==> src/rtl/cmp_link_pkg.sv <==
package cmp_link_pkg;

  typedef enum logic [1:0] {
    ST_IDLE   = 2'd0,
    ST_SHIFT  = 2'd1,
    ST_LATCH  = 2'd2,
    ST_STATUS = 2'd3
  } link_state_e;

  // sub-phases within one bit: data setup, clock high, clock low/echo sample
  localparam int unsigned PH_PER_BIT = 3;

  function automatic logic [31:0] clamp_code(input logic [31:0] code,
                                             input logic [31:0] limit);
    return (code > limit) ? limit : code;
  endfunction

  function automatic logic [31:0] frame_phases(input logic [31:0] nbits);
    return nbits * PH_PER_BIT + 32'd2;
  endfunction

endpackage

==> src/rtl/cmp_link_divider.sv <==
module cmp_link_divider #(
  parameter int DIV_W = 8
) (
  input  logic             clk,
  input  logic             rst_n,
  input  logic             run,
  input  logic [DIV_W-1:0] div_val,
  output logic             tick
);

  logic [DIV_W-1:0] cnt;

  assign tick = run && (cnt == div_val);

  always_ff @(posedge clk or negedge rst_n) begin
    if (!rst_n) begin
      cnt <= '0;
    end else if (!run || tick) begin
      cnt <= '0;
    end else begin
      cnt <= cnt + 1'b1;
    end
  end

endmodule

==> src/rtl/cmp_link_ctrl.sv <==
module cmp_link_ctrl
  import cmp_link_pkg::*;
#(
  parameter int CODE_W       = 8,
  parameter int CODE_MAX     = 127,
  parameter int DIV_W        = 8,
  parameter bit RET_INVERTED = 1'b1
) (
  input  logic              clk,
  input  logic              rst_n,
  input  logic              start,
  input  logic [CODE_W-1:0] code_in,
  input  logic [DIV_W-1:0]  div_sel,
  input  logic              ret_in,
  output logic              sclk,
  output logic              sdata,
  output logic              latch,
  output logic              busy,
  output logic              done,
  output logic              mismatch,
  output logic              ovc_status,
  output logic              tick_o
);

  localparam int IDX_W = (CODE_W > 1) ? $clog2(CODE_W) : 1;
  localparam logic [IDX_W-1:0] TOP_IDX = IDX_W'(CODE_W - 1);

  link_state_e       state;
  logic [DIV_W-1:0]  div_q;
  logic [CODE_W-1:0] word;
  logic [CODE_W-1:0] rx;
  logic [IDX_W-1:0]  bit_idx;
  logic [1:0]        ph;
  logic              tick;
  logic              echo;
  logic              accept;
  logic [CODE_W-1:0] clamped;
  logic [IDX_W-1:0]  next_idx;

  generate
    if (RET_INVERTED) begin : g_ret_inv
      assign echo = ~ret_in;
    end else begin : g_ret_true
      assign echo = ret_in;
    end
  endgenerate

  assign clamped  = CODE_W'(clamp_code(32'(code_in), 32'(CODE_MAX)));
  assign accept   = start && (state == ST_IDLE);
  assign next_idx = bit_idx - 1'b1;
  assign busy     = (state != ST_IDLE);
  assign tick_o   = tick;

  cmp_link_divider #(.DIV_W(DIV_W)) u_div (
    .clk     (clk),
    .rst_n   (rst_n),
    .run     (busy),
    .div_val (div_q),
    .tick    (tick)
  );

  always_ff @(posedge clk or negedge rst_n) begin
    if (!rst_n) begin
      state      <= ST_IDLE;
      div_q      <= '0;
      word       <= '0;
      rx         <= '0;
      bit_idx    <= '0;
      ph         <= '0;
      sclk       <= 1'b0;
      sdata      <= 1'b0;
      latch      <= 1'b0;
      done       <= 1'b0;
      mismatch   <= 1'b0;
      ovc_status <= 1'b0;
    end else begin
      done <= 1'b0;
      case (state)
        ST_IDLE: begin
          if (accept) begin
            div_q   <= div_sel;
            word    <= clamped;
            rx      <= '0;
            bit_idx <= TOP_IDX;
            ph      <= 2'd0;
            sclk    <= 1'b0;
            sdata   <= clamped[CODE_W-1];
            state   <= ST_SHIFT;
          end
        end
        ST_SHIFT: begin
          if (tick) begin
            case (ph)
              2'd0: begin
                sclk <= 1'b1;
                ph   <= 2'd1;
              end
              2'd1: begin
                sclk <= 1'b0;
                ph   <= 2'd2;
              end
              default: begin
                rx <= {rx[CODE_W-2:0], echo};
                if (bit_idx == '0) begin
                  latch <= 1'b1;
                  state <= ST_LATCH;
                end else begin
                  bit_idx <= next_idx;
                  sdata   <= word[next_idx];
                  ph      <= 2'd0;
                end
              end
            endcase
          end
        end
        ST_LATCH: begin
          if (tick) begin
            state <= ST_STATUS;
          end
        end
        default: begin
          if (tick) begin
            ovc_status <= echo;
            mismatch   <= (rx != word);
            latch      <= 1'b0;
            done       <= 1'b1;
            state      <= ST_IDLE;
          end
        end
      endcase
    end
  end

endmodule

==> src/rtl/cmp_link_remote.sv <==
module cmp_link_remote #(
  parameter int CODE_W       = 8,
  parameter bit RET_INVERTED = 1'b1
) (
  input  logic              clk,
  input  logic              rst_n,
  input  logic              sclk,
  input  logic              sdata,
  input  logic              latch,
  input  logic              ovc_pos,
  input  logic              ovc_neg,
  output logic [CODE_W-1:0] dac_code,
  output logic              ret_out,
  output logic              shift_rise,
  output logic              latch_rise
);

  logic [CODE_W-1:0] sr;
  logic              sclk_d;
  logic              latch_d;
  logic              flag;
  logic              ret_raw;

  assign shift_rise = sclk && !sclk_d;
  assign latch_rise = latch && !latch_d;
  assign flag       = ovc_pos | ovc_neg;
  assign ret_raw    = latch ? flag : sr[0];

  generate
    if (RET_INVERTED) begin : g_drv_inv
      assign ret_out = ~ret_raw;
    end else begin : g_drv_true
      assign ret_out = ret_raw;
    end
  endgenerate

  always_ff @(posedge clk or negedge rst_n) begin
    if (!rst_n) begin
      sr       <= '0;
      sclk_d   <= 1'b0;
      latch_d  <= 1'b0;
      dac_code <= '0;
    end else begin
      sclk_d  <= sclk;
      latch_d <= latch;
      if (shift_rise) begin
        sr <= {sr[CODE_W-2:0], sdata};
      end
      if (latch_rise) begin
        dac_code <= sr;
      end
    end
  end

endmodule

==> src/rtl/cmp_link_top.sv <==
module cmp_link_top #(
  parameter int CODE_W       = 8,
  parameter int CODE_MAX     = 127,
  parameter int DIV_W        = 8,
  parameter bit RET_INVERTED = 1'b1
) (
  input  logic              clk,
  input  logic              rst_n,
  input  logic              start,
  input  logic [CODE_W-1:0] code_in,
  input  logic [DIV_W-1:0]  div_sel,
  input  logic              ovc_pos,
  input  logic              ovc_neg,
  input  logic              ctl_ret_in,
  output logic              ctl_sclk,
  output logic              ctl_sdata,
  output logic              ctl_latch,
  input  logic              rem_sclk,
  input  logic              rem_sdata,
  input  logic              rem_latch,
  output logic              rem_ret_out,
  output logic [CODE_W-1:0] dac_code,
  output logic              busy,
  output logic              done,
  output logic              mismatch,
  output logic              ovc_status
);

  // named internal events, visible to the bound checker
  logic ctl_tick;
  logic rem_shift_rise;
  logic rem_latch_rise;

  cmp_link_ctrl #(
    .CODE_W       (CODE_W),
    .CODE_MAX     (CODE_MAX),
    .DIV_W        (DIV_W),
    .RET_INVERTED (RET_INVERTED)
  ) u_ctrl (
    .clk        (clk),
    .rst_n      (rst_n),
    .start      (start),
    .code_in    (code_in),
    .div_sel    (div_sel),
    .ret_in     (ctl_ret_in),
    .sclk       (ctl_sclk),
    .sdata      (ctl_sdata),
    .latch      (ctl_latch),
    .busy       (busy),
    .done       (done),
    .mismatch   (mismatch),
    .ovc_status (ovc_status),
    .tick_o     (ctl_tick)
  );

  cmp_link_remote #(
    .CODE_W       (CODE_W),
    .RET_INVERTED (RET_INVERTED)
  ) u_remote (
    .clk        (clk),
    .rst_n      (rst_n),
    .sclk       (rem_sclk),
    .sdata      (rem_sdata),
    .latch      (rem_latch),
    .ovc_pos    (ovc_pos),
    .ovc_neg    (ovc_neg),
    .dac_code   (dac_code),
    .ret_out    (rem_ret_out),
    .shift_rise (rem_shift_rise),
    .latch_rise (rem_latch_rise)
  );

endmodule

==> config.mk <==
export PLATFORM = sky130hd
export DESIGN_NAME = cmp_link_top
export DESIGN_NICKNAME = d
export VERILOG_FILES = /design/src/rtl/cmp_link_pkg.sv /design/src/rtl/cmp_link_divider.sv /design/src/rtl/cmp_link_ctrl.sv /design/src/rtl/cmp_link_remote.sv /design/src/rtl/cmp_link_top.sv
export SDC_FILE = /design/constraint.sdc
export NUM_CORES = 1
export LEC_CHECK = 0
export ABC_CLOCK_PERIOD_IN_PS = 2500
export BUFFER_PORTS_ARGS = -buffer_cell sky130_fd_sc_hd__buf_2
export CORE_MARGIN = 10
export CORE_UTILIZATION = 50
export CTS_CLUSTER_DIAMETER = 200
export DETAILED_ROUTE_END_ITERATION = 16
export PLACE_DENSITY = 0.73
export SYNTH_ARGS = -nofsm -noshare
export SYNTH_HDL_FRONTEND = slang
export SYNTH_SLANG_ARGS = --single-unit
==> constraint.sdc <==
create_clock -name clk -period 2.5 [get_ports clk]
set_input_delay 0.625 -clock clk [delete_from_list [all_inputs] [get_ports clk]]
set_output_delay 0.625 -clock clk [all_outputs]
set_load 0.1 [all_outputs]
==> flow_metrics.tcl <==
set metrics [dict create \
    htreeDepth 3 \
    cp-end-kind "output pin" \
    seq_area_frac_synth_pct 52.7 \
    slew_headroom_pct 67.4 \
    period_minus_slack_ns 2.30 \
    wire_per_inst_um 15.0 \
    clock_latency_ns 0.34 \
    dpl-instance-area_mm2 0.00330 \
    die_w_um 97.4 \
    cp-start-kind "register" \
    powerDensity_mw_per_mm2 1390 \
    finalSetupViolations 0 \
    die_h_um 97.4 \
    area_delta_synth_final_pct 19.3 \
    startpoint "u_ctrl.state[0]$_DFFE_PN0P_" \
    ant_nets 0 \
    critical_path_arrival_ns 1.67 \
    worstSetupPathType "reg2out" \
    first_pass_iters 4 \
    antenna_found_initial 0 \
    crit_fanout 9 \
    route.detailed.drc 0 \
    drv_slew 0 \
    layout.nets 334 \
    rr_startpoint "u_ctrl.state[1]$_DFFE_PN0P_" \
    clockBufferDepth 2 \
    clock-root-buffer "clkbuf_8" \
    rsz0062_at_grt "false" \
    vias_per_cell 5.13 \
    hold_viol_final 0 \
    rows 28 \
    fmax_ghz 0.435 \
    worstPathRequired_ns 1.88 \
    core_mm2 0.00585 \
    yosysUniqueCellTypes 43 \
    ir_drop_v 0.000809 \
    design_area_mm2 0.00357 \
    gp_congestion 0.771 \
    die_area_mm2 0.00948 \
    grt_pass1_vias 2035 \
    syn_area_mm2 0.00299 \
    yosys_warnings 0 \
    clock-sinks 63 \
    regArea_mm2 0.00158 \
    synthCells 255 \
    leakagePower_nw 1.73 \
    avgSynthCellArea_um2 11.7 \
    n_antenna_cell 0 \
    vias 1961 \
    hold_ws_ns 0.260 \
    grt_usage_pct 12.7 \
    grt_max_degree 64 \
    grt_pass1_wl_mm 9.88 \
    ys_ff_latch 63 \
    syn_nets 287 \
    portBuffers 40 \
    worstMarginPinSlew_ns 0.492 \
    dp_hpwl_mm 4.05 \
    grt_remaining_overflow 0 \
    status "finished, final reports clean" \
    multi_input_area_mm2 0.00134 \
    maxCapViolCount 0 \
    numCtsBuffers 9 \
    fin_worst_skew_ns 0.00779 \
    hp-class "in2async" \
    cts.reportedPaths.clkPinSlew_ns 0.07 \
    cts_tree "yes" \
    io_pins 41 \
    wl_mm 5.72 \
    min_period_over_period_pct 91.9 \
    drtIter0Drc 115 \
    drive_above_1_share_pct 33.2 \
    final.setup.tns_ns 0 \
    start_util_pct 51.2 \
    fillCellCount 461 \
]
==> where the power goes <==
group | total (mW) | switching, mW | internal [mW]
Combinational | 2.02 | 1.35 | 0.674
Clock | 1.18 | 0.413 | 0.766
Sequential | 1.74 | 0.333 | 1.41
Total | 4.95 | 2.10 | 2.85
==> final timing paths <==
check / endpoint / slack (ns) / cells past startpoint
setup / recovery: busy / 0.20 / 4
hold / removal: u_ctrl.rx[6]$_DFFE_PN0P_ / 0.26 / 2
setup reg to reg: u_ctrl.sdata$_DFFE_PN0P_ / 0.49 / 7
hold reg to reg: u_ctrl.latch$_DFFE_PN0P_ / 0.50 / 1
max in group asynchronous: u_ctrl.div_q[4]$_DFFE_PN0P_ / 1.93 / 2
min in group clk: u_remote.sclk_d$_DFF_PN0_ / 0.40 / 1
==> cell usage after synthesis, drive strengths merged <==
library cell | instances | area [um^2]
mux2i | 11 | 110
o41ai | 1 | 8.76
mux2 | 27 | 308
a22oi | 2 | 15.0
a31o | 1 | 8.76
nor4 | 4 | 40.0
a21o | 1 | 7.51
o21ai | 13 | 68.8
nand3 | 4 | 20.0
o311ai | 1 | 8.76
clkbuf | 6 | 22.5
nor2 | 22 | 109
nand2b | 1 | 6.26
or2 | 1 | 6.26
a311oi | 1 | 8.76
nor2b | 3 | 18.8
inv | 15 | 56.3
o21a | 1 | 7.51
and4 | 1 | 11.3
nor3 | 1 | 10.0
a22o | 1 | 8.76
ha | 7 | 87.6
a211o | 1 | 8.76
dfrtp | 63 | 1580
nand4 | 2 | 27.5
buf | 1 | 7.51
nand2 | 25 | 93.8
a31oi | 1 | 6.26
and3 | 7 | 48.8
a21oi | 2 | 10.0
xor2 | 19 | 166
xnor2 | 4 | 35.0
mux4 | 2 | 45.0
and2 | 3 | 18.8
==> cells by family after synthesis <==
kind of cell,share of synthesized area [%]
simple gates,13.7
fa+ha+maj,2.93
buf+inv,2.88
compound gates,5.60
xor+xnor,6.73
flops,52.7
mux,15.5
==> registers in the layout (all words and copies together), names as in the netlist, 2 cells and up <==
register	count
u_ctrl.div_q	8
u_ctrl.rx	8
u_ctrl.u_div.cnt	8
u_ctrl.word	8
u_remote.dac_code	8
u_remote.sr	8
u_ctrl.bit_idx	3
u_ctrl.ph	2
u_ctrl.state	2
==> worst max-delay path, cell delays in order (launching register included) <==
cell      delay (ns)
dfrtp_1         0.40
inv_1           0.09
ha_2            0.25
inv_1           0.21
clkbuf_4        0.38
==> metrics by stage <==
stage / power, mW / cells / setup slack, ns / util, %
final: 4.95 / 382 / 0.202 / 61.0
after global routing: 5.26 / 382 / 0.120 / 61.0
after floorplan: 3.36 / 255 / 0.271 / -
after global placement: 3.73 / 366 / 0.473 / 56.3
after detailed placement: 3.78 / 366 / 0.398 / 56.3
after CTS: 4.97 / 382 / 0.0185 / 60.9
==> layout make-up <==
cell class	instances	share of cell area [%]
Timing Repair Buffer	43	6.66
Inverter	15	1.58
Sequential cell	63	44.2
Clock buffer	9	3.47
Tap cell	75	2.63
Multi-Input combinational cell	170	37.4
Clock inverter	7	4.07
==> layer usage <==
metal | global-route usage [%] | routed length [um]
met2 | 19.6 | 2780
met3 | 3.91 | 251
met1 | 15.5 | 2570
met5 | 0 | 0
met4 | 6.38 | 112
==> repair_timing <==
item,CTS,global route
setup buffers,0,0
endpoints found under the hold margin,0,0
setup endpoints to repair,0,1
resized for setup,0,2
hold buffers,0,0
==> cell usage in the layout, fill, tap and decap left out, types with 2 or more instances in the layout <==
master,instances
dfrtp_1,63
buf_2,39
nand2_1,25
mux2_2,25
xor2_1,19
nor2_1,17
inv_1,15
mux2i_1,11
o21ai_0,10
clkbuf_8,9
and3_1,6
ha_1,6
nor2_2,4
nand3_1,4
xnor2_1,4
bufinv_16,4
nor2b_1,3
and2_1,3
nor4_1,3
o21ai_2,2
a21oi_1,2
a22oi_1,2
mux4_2,2
clkinv_4,2
buf_4,2
(Power assumes the default switching activity.)
